### src/rtl/addr_gpio_pkg.sv
package addr_gpio_pkg;

    localparam int MODE_W = 3;

    typedef enum logic [1:0] {
        MC_BUS_ONLY  = 2'd0,
        MC_BUS_MIXED = 2'd1,
        MC_SINGLE    = 2'd2
    } mode_class_e;

    typedef enum logic [1:0] {
        ROLE_IN   = 2'd0,
        ROLE_ADDR = 2'd1,
        ROLE_OUT  = 2'd2
    } pin_role_e;

    typedef struct packed {
        logic oe;
        logic out;
        logic pu;
    } pin_drive_t;

    function automatic mode_class_e classify_mode(input logic [MODE_W-1:0] m);
        case (m)
            3'd1, 3'd3: classify_mode = MC_BUS_ONLY;
            3'd5, 3'd6: classify_mode = MC_BUS_MIXED;
            default:    classify_mode = MC_SINGLE;   // 0,2,4,7
        endcase
    endfunction

    function automatic pin_drive_t drive_for_role(input pin_role_e r,
                                                  input logic addr_bit,
                                                  input logic data_bit);
        pin_drive_t d;
        d = '0;
        case (r)
            ROLE_ADDR: begin d.oe = 1'b1; d.out = addr_bit; end
            ROLE_OUT:  begin d.oe = 1'b1; d.out = data_bit; end
            default:   d.pu = data_bit;
        endcase
        return d;
    endfunction

endpackage

### src/rtl/agp_regs.sv
module agp_regs #(
    parameter int WIDTH = 8
) (
    input  logic             clk,
    input  logic             rst,
    input  logic             reg_sel,
    input  logic             reg_we,
    input  logic [WIDTH-1:0] reg_wdata,
    output logic [WIDTH-1:0] dir_q,
    output logic [WIDTH-1:0] data_q
);
    always_ff @(posedge clk) begin
        if (rst) begin
            dir_q  <= '0;
            data_q <= '0;
        end else if (reg_we) begin
            if (reg_sel) dir_q  <= reg_wdata;
            else         data_q <= reg_wdata;
        end
    end

    a_r9_regs_cleared: assert property (@(posedge clk)
        rst |=> (dir_q == '0 && data_q == '0));
endmodule

### src/rtl/agp_role_decode.sv
module agp_role_decode
    import addr_gpio_pkg::*;
#(
    parameter int WIDTH = 8
) (
    input  mode_class_e      mclass,
    input  logic [WIDTH-1:0] dir_q,
    output pin_role_e        role [WIDTH]
);
    for (genvar i = 0; i < WIDTH; i++) begin : g_role
        always_comb begin
            case (mclass)
                MC_BUS_ONLY:  role[i] = ROLE_ADDR;
                MC_BUS_MIXED: role[i] = dir_q[i] ? ROLE_ADDR : ROLE_IN;
                default:      role[i] = dir_q[i] ? ROLE_OUT  : ROLE_IN;
            endcase
        end
    end
endmodule

### src/rtl/agp_drive.sv
module agp_drive
    import addr_gpio_pkg::*;
#(
    parameter int WIDTH = 8
) (
    input  logic             clk,
    input  logic             rst,
    input  pin_role_e        role [WIDTH],
    input  logic [WIDTH-1:0] addr_byte,
    input  logic [WIDTH-1:0] data_q,
    output logic [WIDTH-1:0] pin_oe,
    output logic [WIDTH-1:0] pin_out,
    output logic [WIDTH-1:0] pin_pu
);
    for (genvar i = 0; i < WIDTH; i++) begin : g_pin
        pin_drive_t nxt;
        always_comb nxt = drive_for_role(role[i], addr_byte[i], data_q[i]);

        always_ff @(posedge clk) begin
            if (rst) begin
                pin_oe[i]  <= 1'b0;
                pin_out[i] <= 1'b0;
                pin_pu[i]  <= 1'b0;
            end else begin
                pin_oe[i]  <= nxt.oe;
                pin_out[i] <= nxt.out;
                pin_pu[i]  <= nxt.pu;
            end
        end
    end

    a_r11_undriven_low: assert property (@(posedge clk) disable iff (rst)
        ((pin_out & ~pin_oe) == '0));
    a_r11_pu_not_driven: assert property (@(posedge clk) disable iff (rst)
        ((pin_pu & pin_oe) == '0));
    a_r9_outputs_cleared: assert property (@(posedge clk)
        rst |=> (pin_oe == '0 && pin_out == '0 && pin_pu == '0));
endmodule

### src/rtl/addr_gpio_port.sv
module addr_gpio_port
    import addr_gpio_pkg::*;
#(
    parameter int WIDTH = 8
) (
    input  logic              clk,
    input  logic              rst,
    input  logic [MODE_W-1:0] mode,
    input  logic [WIDTH-1:0]  bus_addr_hi,
    input  logic              reg_sel,
    input  logic              reg_we,
    input  logic [WIDTH-1:0]  reg_wdata,
    output logic [WIDTH-1:0]  reg_rdata,
    input  logic [WIDTH-1:0]  pin_in,
    output logic [WIDTH-1:0]  pin_oe,
    output logic [WIDTH-1:0]  pin_out,
    output logic [WIDTH-1:0]  pin_pu
);
    localparam logic [WIDTH-1:0] DIR_READ_VALUE = '1;

    logic [WIDTH-1:0] dir_q;
    logic [WIDTH-1:0] data_q;
    mode_class_e      mclass;
    pin_role_e        role [WIDTH];
    logic [WIDTH-1:0] port_view;

    always_comb mclass = classify_mode(mode);

    agp_regs #(.WIDTH(WIDTH)) u_regs (
        .clk       (clk),
        .rst       (rst),
        .reg_sel   (reg_sel),
        .reg_we    (reg_we),
        .reg_wdata (reg_wdata),
        .dir_q     (dir_q),
        .data_q    (data_q)
    );

    agp_role_decode #(.WIDTH(WIDTH)) u_decode (
        .mclass (mclass),
        .dir_q  (dir_q),
        .role   (role)
    );

    agp_drive #(.WIDTH(WIDTH)) u_drive (
        .clk       (clk),
        .rst       (rst),
        .role      (role),
        .addr_byte (bus_addr_hi),
        .data_q    (data_q),
        .pin_oe    (pin_oe),
        .pin_out   (pin_out),
        .pin_pu    (pin_pu)
    );

    for (genvar i = 0; i < WIDTH; i++) begin : g_rd
        always_comb port_view[i] = (role[i] == ROLE_OUT) ? data_q[i] : pin_in[i];
    end

    always_comb reg_rdata = reg_sel ? DIR_READ_VALUE : port_view;

    a_r2_bus_only_drives_addr: assert property (@(posedge clk) disable iff (rst)
        (mode == 3'd1 || mode == 3'd3) |=>
            (pin_oe == '1 && pin_out == $past(bus_addr_hi) && pin_pu == '0));
    a_r3_mixed_follows_dir: assert property (@(posedge clk) disable iff (rst)
        (mode == 3'd5 || mode == 3'd6) |=>
            (pin_oe == $past(dir_q) && pin_out == ($past(bus_addr_hi) & $past(dir_q))));
    a_r8_dir_reads_ones: assert property (@(posedge clk) disable iff (rst)
        reg_sel |-> (reg_rdata == DIR_READ_VALUE));
endmodule

### config.mk
export PLATFORM = sky130hd
export DESIGN_NAME = addr_gpio_port
export DESIGN_NICKNAME = d
export VERILOG_FILES = /design/src/rtl/addr_gpio_pkg.sv /design/src/rtl/agp_regs.sv /design/src/rtl/agp_role_decode.sv /design/src/rtl/agp_drive.sv /design/src/rtl/addr_gpio_port.sv
export SDC_FILE = /design/constraint.sdc
export NUM_CORES = 1
export LEC_CHECK = 0
export BUFFER_PORTS_ARGS = -buffer_cell sky130_fd_sc_hd__buf_2
export CAP_MARGIN = 10
export CELL_PAD_IN_SITES_DETAIL_PLACEMENT = 1
export CELL_PAD_IN_SITES_GLOBAL_PLACEMENT = 1
export CORE_MARGIN = 1
export CORE_UTILIZATION = 39
export CTS_BUF_LIST = sky130_fd_sc_hd__clkbuf_4 sky130_fd_sc_hd__clkbuf_8
export DETAILED_ROUTE_END_ITERATION = 16
export MAX_ROUTING_LAYER = met4
export PLACE_DENSITY = 0.88
export SYNTH_ARGS = -nofsm -noshare
export SYNTH_HDL_FRONTEND = slang
export SYNTH_SLANG_ARGS = --single-unit
### constraint.sdc
create_clock -name clk -period 2.4 [get_ports clk]
set_clock_uncertainty 0.05 [all_clocks]
set_input_delay 0.48 -clock clk [delete_from_list [all_inputs] [get_ports clk]]
set_output_delay 0.48 -clock clk [all_outputs]
set_load 0.03 [all_outputs]
==> metrics.yaml, run 1 <==
floorplan:
  fp.dieH_um: 67.4
  die_w_um: 67.4
  start_util_pct: 41.2
  dieArea_um2: 4550
  rows: 23
  core_um2: 4060
  io-pin-count: 63
logic_synthesis:
  synth.net_count: 214
  synth_cell_type_count: 23
  synth_top_cell_by_area: "dfxtp_1"
  ys_top_cells_by_count: "40 x dfxtp_1, 24 x nor2_1, 17 x nand2_1, 9 x nand3b_1"
  ys_ff_latch: 40
  synth_top_area_share_pct: 47.9
  yosysMostFrequentCell: "dfxtp_1"
  syn_inst: 183
  syn_area_um2: 1670
  ys_warn_count: 0
  ys.flop_type: "dfxtp_1"
  async_reset_ff_share_pct: 0
  syn_avg_cell_area_um2: 9.13
  synth.top_cells.by_area: "dfxtp_1 48%, nor3b_2 6.0%, nor2_1 5.4%, mux2i_1 4.8%, nand3b_1 4.0%"
  ys_seq_area_share_pct: 47.9
  synth-edff-count: 0
cts:
  cts_resized: 0
  clock_tree.buffer_depth: 2
  clk_latency_ps: 290
  postCtsHoldBufs: 0
  path_clk_slew_ps: 80
  cts_tree: "built"
  post_cts_buffers: 0
  cts_made_buffers: 5
  clockRootBuffer: "clkbuf_8"
  cts.sinks: 40
  h-tree-depth: 2
route:
  firstDrtPassIters: 4
  vias: 1568
  viasPerCell: 5.39
  drt-wirelength-per-cell_um: 16.1
  drt_iter0_drc: 102
  ant_nets: 0
  drc: 0
  totalWireLength_um: 4690
sta:
  min_period_over_period_pct: 93.2
  finalMaxSlewViolations: 0
  max_freq_ghz: 0.447
  finalHoldViolCount: 0
  layout_min_cycle_time_ps: 2240
  layout_setup_ws_ps: 163
  max_slew_margin_pct: 51.9
  rsz0062_at_grt: "no"
  tns_ps: 0
  timing_worst_slew_pin_value_ps: 717
  setup_viol: 0
critical_path:
  rrSetupSlack_ps: 1440
  cp_max_fo: 16
  crit_required_ps: 1870
  endpoint_kind: "primary output"
  criticalPathCategory: "in2out"
  startpoint_type: "primary input"
  cp.arrival_ps: 1710
power:
  intPower_mw: 1.07
  p_switching_mw: 0.401
  power_leakage_nw: 0.917
  swShare_pct: 27.2
  p_comb_share_pct: 14.3
  pwr_density_cell_nw_per_um2: 705
  power.total_mw: 1.47
  pwr-share-clk_pct: 37.3
  ir_drop_v: 0.000415
  power.share.sequential_pct: 48.4
final_layout:
  drive_gt1_share_pct: 34.0
  num-nets-final: 271
  area_growth_syn_to_layout_pct: 25.0
  final_cells: 291
  num_antenna_cells: 0
global_route:
  grt_pass1_wl_um: 7390
  grt_max_degree: 33
  grt_overflow: 0
  antenna_found_initial: 0
  track_usage_pct: 23.1
  first_global_vias: 1519
hold_path:
  min_path_type: "in2reg"
placed_design:
  placed_cells: 283
  dp_hpwl_um: 3220
  gp_congestion: 0.819
  dp_slack_ps: 209
  io_buffers: 62
run:
  drv_cap: 0
outcome:
  status: "completed"
## power by group through the flow
stage | combinational (mW) | sequential, mW | clock, mW
2_1_floorplan | 0.110 | 0.755 | 0
3_3_place_gp | 0.203 | 0.727 | 0
3_5_place_dp | 0.208 | 0.728 | 0
4_1_cts | 0.212 | 0.713 | 0.563
6_report | 0.211 | 0.713 | 0.549
5_1_grt | 0.230 | 0.717 | 0.582
## cells by family (layout without fill, tap and decap cells)
| family | count (synthesis) | after routing | synth area share, % |
|---|---|---|---|
| AND/OR/NAND/NOR | 78 | 78 | 26.3 |
| multiplexers | 8 | 8 | 4.79 |
| AO/OA/AOI/OAI | 34 | 34 | 13.9 |
| flip-flops | 40 | 40 | 47.9 |
| buffers and inverters | 23 | 81 | 7.12 |
## layout by cell type (no fill, tap or decap)
cell        Yosys  final
nor2_1         24     24
a31oi_1         8      8
nor2b_1         1      1
clkbuf_8        0      5
o211ai_1        8      8
nor3b_2         8      8
bufinv_16       0      1
buf_4           1      3
clkinv_2        0      1
mux2i_1         8      8
nand2b_1        1      1
a21bo_1         1      1
and3b_1         1      1
a21boi_2        1      1
or2_1           1      1
a21oi_1         8      8
clkinvlp_4      0      1
inv_1           8      8
nand3b_1        9      9
nand4_1         8      8
nand2_1        17     17
dfxtp_1        40     40
o31ai_1         8      8
nand3_1         8      8
buf_2           5     62
## metal layers
layer / track usage [%] / wire length, µm / vias up
met5: - / 0 / -
met4: 9.31 / 99 / 0
met3: 4.22 / 241 / 11
met2: 37.8 / 2310 / 52
met1: 27.8 / 2040 / 752
li1: - / - / 753
## state kept, by name, indices dropped and copies added (netlist names)
name and count:
u_drive.pin_oe 8, u_drive.pin_out 8, u_drive.pin_pu 8, u_regs.data_q 8, u_regs.dir_q 8
## final cells by class
class,instances,area (µm²)
fillers,504,1970
flip-flops and latches,40,801
clock inverters,3,42.5
repair buffers,65,333
inverters,8,30.0
multi-input cells,120,751
well taps,50,62.6
clock buffers,5,68.8
## final timing paths
| check | from | end | cells after the start |
|---|---|---|---|
| max reg2reg | u_regs.dir_q[3] | u_drive.pin_out[3] | 2 |
| max | mode[2] | reg_rdata[5] | 5 |
| min reg2reg | u_regs.data_q[4] | u_drive.pin_pu[4] | 1 |
| min | reg_wdata[4] | u_regs.data_q[4] | 3 |
## worst max-delay path, stage by stage
cell and delay (ps):
buf_2 130, a21boi_2 590, o31ai_1 190, nand3b_1 120, buf_2 200
## through the flow
stage	cell area (µm²)	util, %	hold WS, ps
4_1_cts	2090	51.5	383
2_1_floorplan	1670	-	426
6_report	2090	51.5	392
3_3_place_gp	1980	48.7	445
5_1_grt	2090	51.5	403
3_5_place_dp	1980	48.7	457
Note: power is estimated with default switching activity, not from simulation.
==> run 2: changes to the inputs <==
Settings changed: CORE_ASPECT_RATIO from default to 0.6.
==> run 2 against run 1 <==
Compared with the run above: global-route usage about the same; wire length decreased by 2.4%; clock-buffer cell count increased by 1; sequential share of layout area increased by 0.47 points; sequential power about the same; critical endpoint is now reg_rdata[2]; critical path depth unchanged; register-to-register slack about the same; fmax decreased by 2.9%.
==> metrics.yaml, run 2 (same netlist as run 1, synthesis figures left out) <==
route:
  totalWireLength_um: 4580  # was 4690 µm
  drt-wirelength-per-cell_um: 15.3  # was 16.1 µm
  viasPerCell: 5.08  # was 5.39
  drc: 0  # unchanged
  ant_nets: 0  # unchanged
  firstDrtPassIters: 4  # unchanged
  vias: 1520  # was 1,568
  drt_iter0_drc: 63  # was 102
global_route:
  antenna_found_initial: 0  # unchanged
  grt_pass1_wl_um: 7550  # was 7390 µm
  first_global_vias: 1497  # was 1,519
  track_usage_pct: 23.1  # about the same
  grt_max_degree: 33  # unchanged
  grt_overflow: 0  # unchanged
cts:
  h-tree-depth: 2  # unchanged
  postCtsHoldBufs: 0  # unchanged
  post_cts_buffers: 0  # unchanged
  cts_tree: "built"  # unchanged
  cts_resized: 0  # unchanged
  clockRootBuffer: "clkbuf_8"  # unchanged
  cts_made_buffers: 5  # unchanged
  clk_latency_ps: 280  # was 290 ps
  path_clk_slew_ps: 70  # was 80 ps
  cts.sinks: 40  # unchanged
  clock_tree.buffer_depth: 2  # unchanged
critical_path:
  crit_required_ps: 1870  # about the same
  cp.arrival_ps: 1770  # was 1710 ps
  startpoint_type: "primary input"  # unchanged
  cp_max_fo: 16  # unchanged
  endpoint_kind: "primary output"  # unchanged
  criticalPathCategory: "in2out"  # unchanged
sta:
  setup_viol: 0  # unchanged
  finalHoldViolCount: 0  # unchanged
  max_freq_ghz: 0.434  # was 0.447 GHz
  timing_worst_slew_pin_value_ps: 813  # was 717 ps
  layout_setup_ws_ps: 97.1  # was 163 ps
  tns_ps: 0  # unchanged
  min_period_over_period_pct: 96.0  # was 93.2%
  layout_min_cycle_time_ps: 2300  # was 2240 ps
  finalMaxSlewViolations: 0  # unchanged
  max_slew_margin_pct: 45.5  # was 51.9%
  rsz0062_at_grt: "no"  # unchanged
final_layout:
  mostFrequentLayoutCells: "62 x buf_2, 40 x dfxtp_1, 24 x nor2_1, 17 x nand2_1, 9 x nand3b_1"  # unchanged
  filler_cell_count: 506  # was 504
  num-nets-final: 270  # was 271
  area_growth_syn_to_layout_pct: 23.5  # was 25.0%
  layout_commonest_cell: "buf_2"  # unchanged
  num_antenna_cells: 0  # unchanged
  final_core_util_pct: 50.3  # was 51.5%
  final_cells: 299  # was 291
  drive_gt1_share_pct: 33.5  # was 34.0%
power:
  power.total_mw: 1.35  # was 1.47 mW
  power_leakage_nw: 0.902  # was 0.917 nW
  ir_drop_v: 0.000340  # was 0.000415 V
  pwr_density_cell_nw_per_um2: 655  # was 705 nW/µm²
placed_design:
  placed_cells: 292  # was 283
  io_buffers: 62  # unchanged
  dp_slack_ps: 108  # was 209 ps
  gp_congestion: 0.761  # was 0.819
  dp_hpwl_um: 3190  # was 3220 µm
floorplan:
  rows: 18  # was 23
  die_w_um: 86.5  # was 67.4 µm
  dieArea_um2: 4560  # was 4550 µm²
  start_util_pct: 40.8  # was 41.2%
  core_um2: 4100  # was 4060 µm²
  fp.dieH_um: 52.7  # was 67.4 µm
  io-pin-count: 63  # unchanged
outcome:
  status: "completed"  # unchanged
run:
  drv_cap: 0  # unchanged
hold_path:
  min_path_type: "in2reg"  # unchanged
## run 2: cell types whose count changed in the layout (fill, tap and decap cells not counted)
cell / change
buf_4: -1
clkinvlp_4: -1
bufinv_16: -1
clkbuf_4: +1
## run 2: area by class of cell
class / count / area [µm²] / share of cell area [%]
clock buffers: 6 / 76.3 / 3.70
inverters: 8 / 30.0 / 1.46
flip-flops and latches: 40 / 801 / 38.8
multi-input cells: 120 / 751 / 36.4
well taps: 60 / 75.1 / 3.64
repair buffers: 64 / 325 / 15.8
clock inverters: 1 / 5.00 / 0.243
## run 2: routing by layer
metal	share of wire, %	wire (µm)	track usage [%]	vias to the layer above
li1	-	-	-	745
met1	53	2400	30.6	725
met2	42	1900	35.6	43
met3	5.2	238	5.67	7
met4	0.74	34	5.83	0
met5	0	0	-	-
## run 2: power by group
group	internal, mW	total (mW)	leakage [nW]	switching (mW)
Clock	0.209	0.430	0.0445	0.221
Combinational	0.0718	0.210	0.530	0.138
Sequential	0.692	0.713	0.327	0.0208
Total	0.973	1.35	0.902	0.380
## run 2: worst paths after layout
| check | start | to | slack (ps) | cells past startpoint |
|---|---|---|---|---|
| worst max-delay path | mode[2] | reg_rdata[2] | 100 | 5 |
| worst min-delay path | reg_wdata[7] | u_regs.data_q[7] | 390 | 3 |
| worst max register to register | u_regs.dir_q[0] | u_drive.pin_out[0] | 1440 | 2 |
| worst min register to register | u_regs.data_q[4] | u_drive.pin_pu[4] | 470 | 1 |
## run 2: per-stage QoR
step                      area, µm²  hold slack, ps
after floorplan                1670             426
after global placement         1980             448
after detailed placement       1980             455
after CTS                      2060             391
after global routing           2060             406
final                          2060             394
## run 2: critical path, cell delays in order
cell      delay [ps]
buf_2            130
a21boi_2         650
o31ai_1          170
nand3b_1         130
buf_2            200
==> run 3: changes to the inputs <==
Settings changed: ABC_AREA from default to 1, CORE_UTILIZATION 39 to 37.
==> run 3 against run 2 <==
Compared with the run above: cell area fell by 4.8%; highest routed layer unchanged; largest cell class unchanged; clock power increased by 13%; power grew 6.5%; clock-buffer cell count is 2 higher; flip-flop and latch count did not move; largest power group unchanged; die area shrank 2.4%; combinational power grew 11%; critical endpoint is now reg_rdata[1].
==> metrics.yaml, run 3 <==
outcome:
  status: "completed"  # unchanged
critical_path:
  path_cells: "buf_2 > inv_2 > nand3_1 > nand2_1 > nor2_4 > nand3_1 > nand3_1 > buf_2"  # was buf_2 > a21boi_2 > o31ai_1 > nand3b_1 > buf_2
  criticalPathCategory: "in2out"  # unchanged
  cp_max_fo: 12  # was 16
  endpoint_kind: "primary output"  # unchanged
  startpoint_type: "primary input"  # unchanged
  slowest_delay_ps: 290  # was 650 ps
  crit_required_ps: 1870  # about the same
  cp.arrival_ps: 1580  # was 1770 ps
  reg2reg_from: "u_regs.dir_q[5]"  # was u_regs.dir_q[0]
  crit_path_frequent_cell: "nand3_1"  # was buf_2
  worstReg2RegEnd: "u_drive.pin_out[5]"  # was u_drive.pin_out[0]
  rrSetupSlack_ps: 1450  # was 1440 ps
  reg2reg_depth: 4  # was 2
  slowest_stage: "nor2_4"  # was a21boi_2
placed_design:
  dp_hpwl_um: 3290  # was 3190 µm
  placed_cells: 294  # was 292
  postPlaceCellArea_um2: 1860  # was 1980 µm²
  gp_congestion: 0.793  # was 0.761
  io_buffers: 62  # unchanged
logic_synthesis:
  syn_area_um2: 1550  # was 1670 µm²
  synth_top_cell_by_area: "dfxtp_1"  # unchanged
  yosysMostFrequentCell: "dfxtp_1"  # unchanged
  ys_ff_latch: 40  # unchanged
  synth.top_cells.by_area: "dfxtp_1 52%, nand3_1 11%, a21oi_1 5.5%, nand2_1 5.3%, o21ai_0 5.2%"  # was dfxtp_1 48%, nor3b_2 6.0%, nor2_1 5.4%, mux2i_1 4.8%, nand3b_1 4.0%
  synth-edff-count: 0  # unchanged
  async_reset_ff_share_pct: 0  # unchanged
  ys_warn_count: 0  # unchanged
  ys.flop_type: "dfxtp_1"  # unchanged
  synth_cell_type_count: 23  # unchanged
  synth.net_count: 224  # was 214
  syn_avg_cell_area_um2: 8.01  # was 9.13 µm²
  ys_top_cells_by_count: "40 x dfxtp_1, 34 x nand3_1, 22 x nand2_1, 20 x nor2_1, 17 x a21oi_1"  # was 40 x dfxtp_1, 24 x nor2_1, 17 x nand2_1, 9 x nand3b_1
  syn_inst: 193  # was 183
  ys_seq_area_share_pct: 51.8  # was 47.9%
  synth_top_area_share_pct: 51.8  # was 47.9%
final_layout:
  mostFrequentLayoutCells: "62 x buf_2, 40 x dfxtp_1, 34 x nand3_1, 22 x nand2_1, 20 x nor2_1"  # was 62 x buf_2, 40 x dfxtp_1, 24 x nor2_1, 17 x nand2_1, 9 x nand3b_1
  final_area_um2: 1960  # was 2060 µm²
  drive_gt1_share_pct: 31.4  # was 33.5%
  area_growth_syn_to_layout_pct: 27.1  # was 23.5%
  final_cells: 302  # was 299
  num-nets-final: 285  # was 270
  layout_commonest_cell: "buf_2"  # unchanged
  num_antenna_cells: 0  # unchanged
  filler_cell_count: 508  # was 506
power:
  intPower_mw: 1.03  # was 0.973 mW
  pwr-share-clk_pct: 33.7  # was 31.8%
  power.share.sequential_pct: 50.1  # was 52.7%
  swShare_pct: 28.6  # was 28.1%
  p_switching_mw: 0.412  # was 0.380 mW
  power_leakage_nw: 0.930  # was 0.902 nW
  ir_drop_v: 0.000329  # was 0.000340 V
  power.total_mw: 1.44  # was 1.35 mW
  p_comb_share_pct: 16.3  # was 15.5%
  pwr_density_cell_nw_per_um2: 733  # was 655 nW/µm²
route:
  totalWireLength_um: 4480  # was 4580 µm
  wl_met2_um: 1990  # was 1900 µm
  ant_nets: 0  # unchanged
  wl_met1_um: 2190  # was 2400 µm
  firstDrtPassIters: 4  # unchanged
  wl_met3_um: 280  # was 238 µm
  vias: 1567  # was 1,520
  drc: 0  # unchanged
  topRoutingLayerUsed: "met4"  # unchanged
  viasPerCell: 5.19  # was 5.08
  drt-wirelength-per-cell_um: 14.8  # was 15.3 µm
  drt_iter0_drc: 83  # was 63
cts:
  cts_made_buffers: 5  # unchanged
  cts_resized: 0  # unchanged
  path_clk_slew_ps: 80  # was 70 ps
  clock_tree.buffer_depth: 2  # unchanged
  h-tree-depth: 2  # unchanged
  cts_tree: "built"  # unchanged
  post_cts_buffers: 0  # unchanged
  clockRootBuffer: "clkbuf_8"  # unchanged
  cts.sinks: 40  # unchanged
  postCtsHoldBufs: 0  # unchanged
  clk_latency_ps: 290  # was 280 ps
global_route:
  grt_overflow: 0  # unchanged
  grt_pass1_wl_um: 7110  # was 7550 µm
  track_usage_pct: 21.7  # was 23.1%
  first_global_vias: 1515  # was 1,497
  grt_max_degree: 24  # was 33
  antenna_found_initial: 0  # unchanged
sta:
  finalMaxSlewViolations: 0  # unchanged
  timing_worst_slew_pin_value_ps: 626  # was 813 ps
  rsz0062_at_grt: "no"  # unchanged
  hold-worst-slack_ps: 370  # was 394 ps
  finalHoldViolCount: 0  # unchanged
  setup_viol: 0  # unchanged
  max_slew_margin_pct: 58.2  # was 45.5%
  tns_ps: 0  # unchanged
  layout_min_cycle_time_ps: 2110  # was 2300 ps
  min_period_over_period_pct: 87.8  # was 96.0%
  max_freq_ghz: 0.475  # was 0.434 GHz
hold_path:
  min_path_type: "in2reg"  # unchanged
  worstHoldEndpoint: "u_drive.pin_out[7]"  # was u_regs.data_q[7]
  hp-start: "bus_addr_hi[7]"  # was reg_wdata[7]
  holdPathStages: 3  # unchanged
floorplan:
  start_util_pct: 40.4  # was 40.8%
  die_w_um: 85.4  # was 86.5 µm
  io-pin-count: 63  # unchanged
  fp.dieH_um: 52.1  # was 52.7 µm
  core_um2: 3830  # was 4100 µm²
  dieArea_um2: 4450  # was 4560 µm²
  rows: 17  # was 18
run:
  drv_cap: 0  # unchanged
-- run 3: cell count changes after synthesis, sizes merged, moves of 7 or more --
cell    delta
inv        +7
nand2      +7
nand3b     -9
nand3     +28
mux2i      -8
o21ai     +18
o31ai      -8
nor3b      -8
a31oi      -8
a21oi     +10
o211ai     -8
-- run 3: stage by stage --
stage          util (%)  setup slack, ps
6_report           51.3              294
5_1_grt            51.3              207
4_1_cts            51.2              130
3_5_place_dp       48.6              132
3_3_place_gp       48.6              206
2_1_floorplan         -              670
-- run 3: area by class of cell --
type / count / area [µm²] / area share [%]
sequential: 40 / 801 / 40.8
multi-input combinational: 128 / 629 / 32.0
timing repair buffer: 63 / 318 / 16.2
clock buffer: 8 / 97.6 / 4.97
inverter: 16 / 60.1 / 3.06
tap: 47 / 58.8 / 2.99
-- run 3: worst max path at each step --
stage,startpoint,to,slack (ps)
after floorplan,mode[0],reg_rdata[1],670
after global placement,mode[2],reg_rdata[1],210
after detailed placement,mode[0],reg_rdata[1],130
after CTS,mode[0],reg_rdata[1],130
after global routing,mode[0],reg_rdata[1],210
final,mode[0],reg_rdata[1],290
-- run 3: power groups by stage --
stage | registers, mW | clock network (mW) | logic, mW
2_1_floorplan | 0.770 | 0 | 0.117
4_1_cts | 0.721 | 0.488 | 0.233
5_1_grt | 0.726 | 0.521 | 0.255
3_5_place_dp | 0.737 | 0 | 0.233
3_3_place_gp | 0.735 | 0 | 0.225
6_report | 0.721 | 0.485 | 0.234
-- run 3: logic make-up after synthesis --
logic type	count (synthesis)	share of synthesized area, %
compound gates	36	11.9
buf+inv	25	7.77
flops	40	51.8
simple gates	92	28.5
-- run 3: critical path: cells and delay by family --
| kind | cells | cell delay [ps] |
|---|---|---|
| buf+inv | 3 | 400 |
| simple gates | 5 | 700 |
-- run 3: metal layers --
metal	vias to the layer above	track usage [%]
met4	0	3.33
met5	-	-
met1	737	28.7
met2	53	35.1
li1	772	-
met3	5	4.76
